<file path="src/rtl/rdl_pkg.sv">
package rdl_pkg;

    typedef enum logic [2:0] {
        ST_IDLE,
        ST_MEAS,
        ST_WRITE,
        ST_CFG,
        ST_DONE
    } rdl_state_e;

endpackage

</file>
<file path="src/rtl/rdl_collect.sv">
module rdl_collect #(
    parameter int NDEV  = 4,
    parameter int DOM_W = 4,
    parameter int DEV_W = $clog2(NDEV)
) (
    input  logic                  clk,
    input  logic                  rst_n,
    input  logic                  clear,
    input  logic                  enable,
    input  logic                  in_valid,
    input  logic [DEV_W-1:0]      in_dev,
    input  logic [DOM_W-1:0]      in_dom,
    output logic [NDEV*DOM_W-1:0] dom_tab,
    output logic                  all_seen,
    output logic [DOM_W-1:0]      max_dom
);

    typedef struct packed {
        logic [NDEV-1:0]            seen;
        logic [NDEV-1:0][DOM_W-1:0] tab;
        logic [DOM_W-1:0]           mx;
    } col_t;

    col_t col_d, col_q;
    logic accept;

    always_comb begin
        col_d  = col_q;
        accept = enable && in_valid && (32'(in_dev) < NDEV) && !col_q.seen[in_dev];
        if (clear) begin
            col_d.seen = '0;
            col_d.mx   = '0;
        end else if (accept) begin
            col_d.tab[in_dev]  = in_dom;
            col_d.seen[in_dev] = 1'b1;
            if (in_dom > col_q.mx) col_d.mx = in_dom;
        end
    end

    always_ff @(posedge clk) begin
        if (!rst_n) begin
            col_q <= '0;
        end else begin
            col_q <= col_d;
        end
    end

    assign dom_tab  = col_q.tab;
    assign all_seen = &col_q.seen;
    assign max_dom  = col_q.mx;

    // A device once reported stays reported, and its value stays, until clear
    AST_SEEN_KEPT: assert property (@(posedge clk) disable iff (!rst_n)
        !clear |=> ((col_q.seen & $past(col_q.seen)) == $past(col_q.seen)));

endmodule

</file>
<file path="src/rtl/rdl_calc.sv">
module rdl_calc #(
    parameter int DOM_W = 4,
    parameter int DLY_W = 3
) (
    input  logic [DOM_W-1:0] target,
    input  logic [DOM_W-1:0] dom,
    output logic [DLY_W-1:0] delay,
    output logic             fits
);

    logic [DOM_W-1:0] diff;
    assign diff = target - dom;

    generate
        if (DLY_W >= DOM_W) begin : g_wide
            assign delay = DLY_W'(diff);
            assign fits  = 1'b1;
        end else begin : g_narrow
            assign delay = diff[DLY_W-1:0];
            assign fits  = (diff >> DLY_W) == '0;
        end
    endgenerate

endmodule

</file>
<file path="src/rtl/rd_delay_leveler.sv">
module rd_delay_leveler
    import rdl_pkg::*;
#(
    parameter int NDEV  = 4,
    parameter int DOM_W = 4,
    parameter int DLY_W = 3,
    parameter int OFS_W = 6,
    localparam int DEV_W = $clog2(NDEV)
) (
    input  logic             clk,
    input  logic             rst_n,
    input  logic             start,
    input  logic [OFS_W-1:0] base_offset,
    input  logic             meas_valid,
    input  logic [DEV_W-1:0] meas_dev,
    input  logic [DOM_W-1:0] meas_domain,
    output logic             wr_valid,
    output logic [DEV_W-1:0] wr_dev,
    output logic [DLY_W-1:0] wr_delay,
    output logic             cfg_valid,
    output logic [OFS_W-1:0] cfg_offset,
    output logic             range_err,
    output logic             done
);

    localparam logic [DEV_W-1:0] LAST_DEV = DEV_W'(NDEV - 1);

    typedef struct packed {
        rdl_state_e       st;
        logic [DEV_W-1:0] idx;
        logic [OFS_W-1:0] base;
        logic             wr_valid;
        logic [DEV_W-1:0] wr_dev;
        logic [DLY_W-1:0] wr_delay;
        logic             cfg_valid;
        logic [OFS_W-1:0] cfg_off;
        logic             err;
        logic             done;
    } ctl_t;

    ctl_t ctl_d, ctl_q;

    logic                  col_clear;
    logic                  col_enable;
    logic [NDEV*DOM_W-1:0] dom_tab;
    logic                  all_seen;
    logic [DOM_W-1:0]      target;
    logic [DOM_W-1:0]      cur_dom;
    logic [DLY_W-1:0]      cur_delay;
    logic                  cur_fits;

    assign col_clear  = start && (ctl_q.st == ST_IDLE || ctl_q.st == ST_DONE);
    assign col_enable = (ctl_q.st == ST_MEAS);

    rdl_collect #(
        .NDEV (NDEV),
        .DOM_W(DOM_W),
        .DEV_W(DEV_W)
    ) i_collect (
        .clk     (clk),
        .rst_n   (rst_n),
        .clear   (col_clear),
        .enable  (col_enable),
        .in_valid(meas_valid),
        .in_dev  (meas_dev),
        .in_dom  (meas_domain),
        .dom_tab (dom_tab),
        .all_seen(all_seen),
        .max_dom (target)
    );

    assign cur_dom = dom_tab[ctl_q.idx*DOM_W +: DOM_W];

    rdl_calc #(
        .DOM_W(DOM_W),
        .DLY_W(DLY_W)
    ) i_calc (
        .target(target),
        .dom   (cur_dom),
        .delay (cur_delay),
        .fits  (cur_fits)
    );

    always_comb begin
        ctl_d           = ctl_q;
        ctl_d.wr_valid  = 1'b0;
        ctl_d.cfg_valid = 1'b0;
        case (ctl_q.st)
            ST_IDLE, ST_DONE: begin
                if (ctl_q.st == ST_DONE) ctl_d.done = 1'b1;
                if (start) begin
                    ctl_d.st   = ST_MEAS;
                    ctl_d.base = base_offset;
                    ctl_d.err  = 1'b0;
                    ctl_d.done = 1'b0;
                end
            end
            ST_MEAS: begin
                if (all_seen) begin
                    ctl_d.st  = ST_WRITE;
                    ctl_d.idx = '0;
                end
            end
            ST_WRITE: begin
                ctl_d.wr_dev   = ctl_q.idx;
                ctl_d.wr_delay = cur_delay;
                if (cur_fits) ctl_d.wr_valid = 1'b1;
                else          ctl_d.err      = 1'b1;
                if (ctl_q.idx == LAST_DEV) ctl_d.st  = ST_CFG;
                else                       ctl_d.idx = ctl_q.idx + 1'b1;
            end
            ST_CFG: begin
                ctl_d.cfg_valid = 1'b1;
                ctl_d.cfg_off   = ctl_q.base + OFS_W'(target);
                ctl_d.st        = ST_DONE;
            end
            default: ctl_d.st = ST_IDLE;
        endcase
    end

    always_ff @(posedge clk) begin
        if (!rst_n) begin
            ctl_q    <= '0;
            ctl_q.st <= ST_IDLE;
        end else begin
            ctl_q <= ctl_d;
        end
    end

    assign wr_valid   = ctl_q.wr_valid;
    assign wr_dev     = ctl_q.wr_dev;
    assign wr_delay   = ctl_q.wr_delay;
    assign cfg_valid  = ctl_q.cfg_valid;
    assign cfg_offset = ctl_q.cfg_off;
    assign range_err  = ctl_q.err;
    assign done       = ctl_q.done;

    AST_WR_AFTER_ALL: assert property (@(posedge clk) disable iff (!rst_n)
        wr_valid |-> all_seen);
    AST_WR_ASCENDING: assert property (@(posedge clk) disable iff (!rst_n)
        (wr_valid && $past(wr_valid)) |-> (wr_dev > $past(wr_dev)));
    AST_TARGET_BOUND: assert property (@(posedge clk) disable iff (!rst_n)
        (ctl_q.st == ST_WRITE) |-> (target >= cur_dom));
    AST_ERR_HOLD: assert property (@(posedge clk) disable iff (!rst_n)
        (range_err && !start) |=> range_err);
    AST_CFG_SINGLE: assert property (@(posedge clk) disable iff (!rst_n)
        cfg_valid |=> !cfg_valid);
    AST_DONE_AFTER_CFG: assert property (@(posedge clk) disable iff (!rst_n)
        cfg_valid |=> done);
    AST_DONE_QUIET: assert property (@(posedge clk) disable iff (!rst_n)
        done |-> (!wr_valid && !cfg_valid));

endmodule

</file>
<file path="config.mk">
export PLATFORM = sky130hd
export DESIGN_NAME = rd_delay_leveler
export DESIGN_NICKNAME = d
export VERILOG_FILES = /design/src/rtl/rdl_pkg.sv /design/src/rtl/rdl_collect.sv /design/src/rtl/rdl_calc.sv /design/src/rtl/rd_delay_leveler.sv
export SDC_FILE = /design/constraint.sdc
export NUM_CORES = 1
export LEC_CHECK = 0
export ABC_AREA = 1
export CAP_MARGIN = 20
export CORE_ASPECT_RATIO = 1.2
export CORE_UTILIZATION = 34
export DETAILED_ROUTE_END_ITERATION = 10
export DONT_BUFFER_PORTS = 1
export REMOVE_ABC_BUFFERS = 1
export SYNTH_ARGS = -nofsm -noshare
export SYNTH_HDL_FRONTEND = slang
export SYNTH_SLANG_ARGS = --single-unit
</file>
<file path="constraint.sdc">
create_clock -name clk -period 4.06 [get_ports clk]
set_input_delay 0.609 -clock clk [delete_from_list [all_inputs] [get_ports clk]]
set_output_delay 0.609 -clock clk [all_outputs]
set_load 0.005 [all_outputs]
</file>
# Word level (Yosys, flattened, before mapping)
# Cells that the tools add are included.
[word_totals]
output_inout_bits = 15
ff_bits = 50
word_cells = 77
in_bits = 16
[classes]
n_bitwise = 3
addsub = 3
magnitude_cmp = 3
n_eq_ne = 10
shift = 1
mux = 19
n_reduce_logical = 22
[op_table]
columns = ["op", "count"]
rows = [
  ["$bwmux W16", 1],
  ["$shiftx A16 B5 Y4", 1],
  ["$pmux W3 S4", 1],
  ["$ne A2 B2 Y1 const B", 5],
  ["$reduce_and A2 Y1", 5],
  ["$reduce_and A3 Y1", 3],
  ["$demux W4 S2", 1],
  ["$mux W7", 1],
  ["$add A6 B4 Y6", 1],
  ["$eq A3 B2 Y1 const B", 2],
  ["$mux W3", 2],
  ["$reduce_bool A2 Y1", 3],
  ["$mux W1", 5],
  ["$mux W5", 1],
  ["$gt A4 B4 Y1", 1],
  ["$logic_and A1 B1 Y1", 4],
  ["$logic_not A4 Y1", 1],
  ["$mux W2", 2],
  ["$mux W4", 1],
  ["$or A4 B4 Y4", 1],
  ["$pmux W2 S2", 1],
  ["$reduce_and A4 Y1", 1],
  ["$reduce_or A2 Y1", 2],
  ["$sub A4 B4 Y4", 1],
  ["13 further kinds", 14],
]

# Depth between registers and ports, before layout
# Gate-level depths: netlist of the first run.
[depth]
word_depth = 5
depth_mapped = 11
mapped_depth_nobuf = 11

# Modules after synthesis
# From an unflattened synthesis of the first run, not the netlist that was laid out.
[hier_totals]
cells_unflattened = 426
hier_area_um2 = 2979.1
[modules_own_cells]
columns = ["mod", "area_per_inst_um2", "seq_area_each_um2", "n_inst", "cells_each"]
rows = [
  ["rdl_collect", 1478.9, 480.5, 1, 214],
  ["rd_delay_leveler", 1358.8, 520.5, 1, 188],
  ["rdl_calc", 141.4, 0.0, 1, 24],
]

# Worst setup path after synthesis of the first run
# No wires, ideal clock.
[synth_timing]
path_kind = "register -> register"
from = "register ctl_q[21] (netlist name)"
to = "register ctl_q (netlist bit range_err)"
setup_ps = 113
stages_incl_launch_ff = 11
required_time_ps = 3947
path_slack_ps = 2219
t_arrival_ps = 1728
period_less_slack_ps = 1841
path_buffers = 1
path_cell_list = "dfxtp_1 > clkbuf_1 > o21ai_0 > a21oi_1 > a21oi_1 > ha_1 > a21oi_1 > o21ai_0 > nand3b_1 > nand3_1 > nand2_1"
[synth_via]
elab_chain_len = 5
[synth_rtl]
columns = ["element", "line", "rtl"]
rows = [
  ["from (decl)", "rd_delay_leveler.sv:41", "ctl_t ctl_d, ctl_q;"],
  ["from (signal assigned)", "rd_delay_leveler.sv:126", "ctl_q <= ctl_d;"],
  ["$shiftx A16 B5 Y4", "rd_delay_leveler.sv:72", "assign cur_dom = dom_tab[ctl_q.idx*DOM_W +: DOM_W];"],
  ["$sub A4 B4 Y4", "rdl_calc.sv:12", "assign diff = target - dom;"],
  ["$logic_not A4 Y1", "rdl_calc.sv:20", "assign fits = (diff >> DLY_W) == '0;"],
  ["$ne A2 B2 Y1 (no source line)", "n/a", ""],
  ["$reduce_and A3 Y1 (no source line)", "n/a", ""],
]
# Every way passes these cells.
# A chain may end at the register's enable or synchronous reset.

# Worst setup path in the final report of the first run
[layout_timing]
from = "register ctl_q[21] (netlist name)"
to = "register ctl_q (netlist bit wr_delay[1])"
[layout_via]
elab_chain_len = 2
[layout_rtl]
columns = ["element", "line", "rtl"]
rows = [
  ["$shiftx A16 B5 Y4", "rd_delay_leveler.sv:72", ""],
  ["$sub A4 B4 Y4", "rdl_calc.sv:12", ""],
  ["via cur_delay[1]", "rd_delay_leveler.sv:49", "logic [DLY_W-1:0] cur_delay;"],
]
# The timed path passes the listed nets, and every way through them passes these cells.

==> results of run 1 <==
## power groups by stage
| stage | combinational (mW) | clock [mW] | sequential, mW |
|---|---|---|---|
| finish | 0.494 | 0.276 | 0.645 |
| global route | 0.583 | 0.304 | 0.657 |
| CTS | 0.496 | 0.282 | 0.645 |
| detailed placement | 0.493 | 0 | 0.657 |
| global placement | 0.485 | 0 | 0.656 |
| floorplan | 0.386 | 0 | 0.635 |
## registers in the layout (all words and copies together) (netlist names)
register,flops
cfg_offset,6
cfg_valid,1
ctl_q,11
done,1
i_collect.col_q,4
i_collect.dom_tab,16
i_collect.max_dom,4
range_err,1
wr_delay,3
wr_dev,2
wr_valid,1
## metal layers
layer | track usage (%) | vias up
met4 | 4.64 | 0
li1 | - | 1221
met5 | 0 | -
met1 | 18.8 | 1017
met2 | 28.8 | 43
met3 | 2.74 | 7
## through the flow
stage | std cells | setup slack [ns] | cell area [um^2] | utilization (%)
after CTS | 488 | 1.89 | 2750 | 35.9
after detailed placement | 481 | 1.92 | 2670 | 34.9
after floorplan | 389 | 2.22 | 2560 | -
final | 488 | 1.88 | 2750 | 35.9
after global routing | 488 | 1.68 | 2750 | 35.9
after global placement | 481 | 1.90 | 2670 | 34.9
## Yosys cell counts
master	count
ha_1	12
buf_1	1
nand2_1	88
dfxtp_1	50
buf_4	13
nand4_1	2
clkbuf_1	4
nor2_2	2
a21oi_1	26
o21ai_1	6
xor2_1	2
o21ai_0	17
fa_1	2
a21boi_1	1
nand3b_1	2
nor2_1	66
nand3_1	38
xnor2_1	1
inv_1	64
inv_2	10
## layout make-up
cell class                 count  area, um^2  area share, %
sequential                    50        1000           36.4
inverter                      74         278           10.1
clock buffer                   7        76.3           2.78
tap                           92         115           4.19
multi-input combinational    265        1280           46.5
## how the worst max path moves through the flow
stage                                                    to  slack (ns)  cells after the start
after floorplan                    wr_delay[1]$_SDFFE_PN0N_        2.22                      9
after global placement             wr_delay[1]$_SDFFE_PN0N_        1.90                      9
after detailed placement           wr_delay[1]$_SDFFE_PN0N_        1.92                      9
after CTS                          wr_delay[1]$_SDFFE_PN0N_        1.89                      9
after global routing      i_collect.dom_tab[1]$_SDFFE_PN0P_        1.68                      9
final                              wr_delay[1]$_SDFFE_PN0N_        1.88                      9
## kinds of logic (layout without fill, tap and decap cells)
logic type / Yosys count / after routing / synth area share, %
xor gates and xnor gates: 3 / 3 / 0.983
AOI/OAI and AO/OA: 50 / 50 / 9.46
buffers and inverters: 92 / 81 / 14.7
adders and majority gates: 14 / 14 / 7.12
DFF: 50 / 50 / 37.5
and+or+nand+nor: 198 / 198 / 30.2
==> flow_metrics.py, run 1 <==
metrics = {
    "final_layout": {
        "layout_common_cells": "nand2_1, nor2_1, inv_1, dfxtp_1, nand3_1",
        "syn_to_final_growth_pct": 2.81,
        "drive_above_1_share_pct": 4.29,
        "mostFrequentLayoutCell": "nand2_1",
        "final_nets": 426,
        "n_antenna_cell": 0,
        "n_fill_cell": 820,
    },
    "routing": {
        "postRouteAntennaNets": 0,
        "drc": 0,
        "wire_per_inst_um": 12.5,
        "wl_mm": 6.10,
        "firstDrtPassIters": 4,
        "route.vias.total": 2288,
        "met2_length_mm": 3.02,
        "dr.first_iter.drc_count": 143,
        "wl_met1_mm": 2.76,
        "wl_met3_um": 243,
        "via_per_inst": 4.69,
        "routed.top_layer": "met4",
    },
    "timing": {
        "period_share_pct": 53.7,
        "setup_viol": 0,
        "tightest_slew_ns": 0.839,
        "clock_skew_ns": 0.00586,
        "fmax_mhz": 459,
        "slew_violations": 0,
        "fin_crit_ns": 2.18,
        "rsz0062_at_grt": "no",
        "max_slew_margin_pct": 44.0,
        "hold_slack_ns": 0.427,
        "fin_setup_tns_ns": 0,
        "finalHoldViolCount": 0,
    },
    "yosys": {
        "yosys_warnings": 0,
        "yosysSeqAreaShare_pct": 37.5,
        "synth_top_cell_by_area": "dfxtp_1",
        "synth_top_area_share_pct": 37.5,
        "ys_seq_elements": 50,
        "synth.area.top_cells": "dfxtp_1, nand2_1, nor2_1",
        "synth_cells": 407,
        "syn_area_um2": 2670,
        "syn_avg_cell_area_um2": 6.57,
        "yosysUniqueCellTypes": 20,
    },
    "job": {
        "maxCapViolCount": 0,
    },
    "pwr": {
        "p_clk_share_pct": 19.5,
        "leakagePower_nw": 1.28,
        "power_switching_share_pct": 39.1,
        "power_frac_comb_pct": 34.9,
        "p_int_mw": 0.861,
        "p_per_area_nw_per_um2": 515,
        "p_sw_mw": 0.553,
        "seqPwrFrac_pct": 45.6,
        "ir_drop_mv": 0.233,
        "total_power_mw": 1.41,
    },
    "setup_path": {
        "crit_chain": "inv_2, o21ai_0, a21oi_1, a21oi_1, ha_1, inv_1, fa_1, o21ai_0, nor2_1",
        "cpPeakStageDelay_ns": 0.60,
        "arrival_ns": 2.38,
        "worstPathMaxFanout": 14,
        "rr_worst_depth": 9,
        "worstPathRequired_ns": 4.26,
        "r2r_slack_ns": 1.88,
        "end_kind": "register",
        "critical_path.startpoint_type": "register",
        "cp_num_buf_inv": 2,
        "cpLargestDelayFamily": "adder cells",
        "r2r-start": "ctl_q[21]$_SDFFE_PN0P_",
        "critPathKind": "register to register",
        "timing.rr.end": "wr_delay[1]$_SDFFE_PN0N_",
        "crit_slowest_cell": "dfxtp_1",
        "crit_start": "ctl_q[21]$_SDFFE_PN0P_",
    },
    "floorplan": {
        "rows": 35,
        "coreArea_um2": 7660,
        "initial_core_util_pct": 34.9,
        "io_pins": 31,
        "die_width_um": 82.9,
        "dieHeight_um": 99.1,
        "die_area_um2": 8220,
    },
    "cts": {
        "clock_path_buffers": 2,
        "cts_resized": 0,
        "cts_tree": "done",
        "worstSkewPairLatency_ns": 0.30,
        "cts.sinks": 50,
        "clk_pin_slew_ns": 0.09,
        "cts_hold_buf": 0,
        "cts_htree_levels": 2,
        "post_cts_buffers": 0,
        "numCtsBuffers": 5,
        "root_buffer": "clkbuf_8",
    },
    "hold_path": {
        "hold_depth": 2,
        "hold_class": "input port to register",
        "whs_endpoint": "i_collect.dom_tab[13]$_SDFFE_PN0P_",
        "min_from": "rst_n",
    },
    "global_route": {
        "gr-usage-all-layers_pct": 15.7,
        "antenna_found_initial": 0,
        "overflow": 0,
        "grt_pass1_vias": 2279,
        "grt_max_degree": 35,
        "grt_pass1_wl_mm": 10.4,
    },
    "run_status": {
        "status": "complete, no violations",
    },
    "placement": {
        "dp_hpwl_mm": 4.69,
        "gp_congestion": 0.853,
        "port_buffers": 0,
    },
}
Power figures use the tool's default switching activity.
==> run 2, diff against run 1 <==
clock period = 2.08 ns   (was 4.06 ns; I/O delays follow)
==> run 2 against run 1 <==
Effect of this change:
- design area is 1.6% higher
- maximum frequency grew 19%
- worst hold slack lost 0.31 ns
- total power grew 98%
- register-to-register slack got worse by 1.6 ns
- count of clock-buffer cells in the layout stayed put
- global-route usage increased by 0.37 points
- clock power grew 98%
- combinational power rose by 110%
- die area unchanged
- via count rose by 1.0%
- sequential share of layout area fell by 0.59 points
- largest power group unchanged
==> flow_metrics.py, run 2 (synthesis gave the netlist of run 1 again) <==
metrics = {
    "cts": {
        "cts_htree_levels": 2,
        "cts.sinks": 50,
        "cts_tree": "done",
        "worstSkewPairLatency_ns": 0.31,
        "cts_resized": 0,
        "clk_pin_slew_ns": 0.09,
        "numCtsBuffers": 5,
        "clock_path_buffers": 2,
        "cts_hold_buf": 0,
        "root_buffer": "clkbuf_8",
        "post_cts_buffers": 0,
    },
    "final_layout": {
        "syn_to_final_growth_pct": 4.49,
        "largest_reg_flops": 16,
        "drive_above_1_share_pct": 5.72,
        "fin_util_pct": 36.4,
        "layout_common_cells": "nand2_1, nor2_1, inv_1, dfxtp_1, nand3_1",
        "mostFrequentLayoutCell": "nand2_1",
        "n_fill_cell": 824,
        "final_area_um2": 2790,
        "regArea_um2": 1000,
        "n_antenna_cell": 0,
        "final_nets": 432,
        "instances_no_fill": 494,
        "multi_input_area_um2": 1280,
    },
    "placement": {
        "port_buffers": 0,
        "dp_hpwl_mm": 4.86,
        "dp_slack_ns": 0.250,
        "dp.cells": 487,
        "placed_area_um2": 2720,
        "gp_congestion": 0.843,
    },
    "floorplan": {
        "coreArea_um2": 7660,
        "rows": 35,
        "die_width_um": 82.9,
        "die_area_um2": 8220,
        "initial_core_util_pct": 34.9,
        "dieHeight_um": 99.1,
        "io_pins": 31,
    },
    "timing": {
        "max_slew_margin_pct": 73.3,
        "fin_setup_tns_ns": 0,
        "rsz0062_at_grt": "no",
        "period_share_pct": 88.2,
        "slew_violations": 0,
        "fmax_mhz": 545,
        "hold_slack_ns": 0.119,
        "setup_viol": 0,
        "tightest_slew_ns": 0.398,
        "finalHoldViolCount": 0,
        "fin_crit_ns": 1.83,
        "clock_skew_ns": 0.00912,
        "fin_ws_ns": 0.245,
    },
    "setup_path": {
        "critPathKind": "register to register",
        "crit_start": "ctl_q[22]$_SDFFE_PN0P_",
        "end_kind": "register",
        "crit_slowest_cell": "dfxtp_1",
        "cpLargestDelayFamily": "adder cells",
        "worstPathRequired_ns": 2.28,
        "crit_chain": "inv_1, o21ai_0, a21oi_1, a21oi_1, ha_1, inv_1, fa_1, o21ai_0, nor2_1",
        "r2r-start": "ctl_q[22]$_SDFFE_PN0P_",
        "timing.rr.end": "wr_delay[1]$_SDFFE_PN0N_",
        "critical_path.startpoint_type": "register",
        "arrival_ns": 2.04,
        "cp_num_buf_inv": 2,
        "cpPeakStageDelay_ns": 0.41,
        "rr_worst_depth": 9,
        "worstPathMaxFanout": 6,
        "r2r_slack_ns": 0.25,
        "worstSetupEndpoint": "wr_delay[1]$_SDFFE_PN0N_",
        "cp.depth": 9,
    },
    "pwr": {
        "p_per_area_nw_per_um2": 1000,
        "total_power_mw": 2.81,
        "leakagePower_nw": 1.31,
        "ir_drop_mv": 0.434,
    },
    "routing": {
        "route.vias.total": 2311,
        "firstDrtPassIters": 5,
        "postRouteAntennaNets": 0,
        "via_per_inst": 4.68,
        "wl_mm": 6.28,
        "wire_per_inst_um": 12.7,
        "drc": 0,
        "dr.first_iter.drc_count": 123,
    },
    "global_route": {
        "overflow": 0,
        "gr-usage-all-layers_pct": 16.1,
        "grt_pass1_wl_mm": 10.4,
        "antenna_found_initial": 0,
        "grt_pass1_vias": 2168,
        "grt_max_degree": 35,
    },
    "job": {
        "maxCapViolCount": 0,
    },
    "hold_path": {
        "hold_class": "input port to register",
    },
    "run_status": {
        "status": "complete, no violations",
    },
}
## run 2: cell count changes in the layout (fill, tap and decap cells not counted), sizes merged
| cell | delta |
|---|---|
| buf | +6 |
## run 2: layout make-up
class	count	share of cell area [%]
Clock buffer	7	2.73
Inverter	74	9.95
Sequential cell	50	35.8
Multi-Input combinational cell	265	45.7
Timing Repair Buffer	6	1.61
Tap cell	92	4.12
## run 2: worst min path at each step
stage               start                            endpoint  slack, ns  cells after the start
CTS                 rst_n  i_collect.dom_tab[10]$_SDFFE_PN0P_       0.11                      2
global placement    rst_n              ctl_q[22]$_SDFFE_PN0P_       0.44                      2
detailed placement  rst_n              ctl_q[21]$_SDFFE_PN0P_       0.45                      2
finish              rst_n  i_collect.dom_tab[14]$_SDFFE_PN0P_       0.12                      2
floorplan           rst_n              ctl_q[22]$_SDFFE_PN0P_       0.43                      2
global route        rst_n  i_collect.dom_tab[14]$_SDFFE_PN0P_       0.11                      2
## run 2: where the power goes
part	leakage, nW	internal (mW)	switching [mW]
sequential	0.406	1.11	0.121
clock	0.0383	0.233	0.314
combinational	0.863	0.366	0.658
total	1.31	1.71	1.09
## run 2: routing by layer
layer  vias to the layer above  GRT usage (%)  wire length, um  share of wire (%)
met2                        39           28.3             3090                 49
met1                      1036           19.4             2820                 45
met5                         -              0                0                  0
met4                         0           5.70              124                2.0
met3                         8           3.49              238                3.8
li1                       1228              -                -                  -
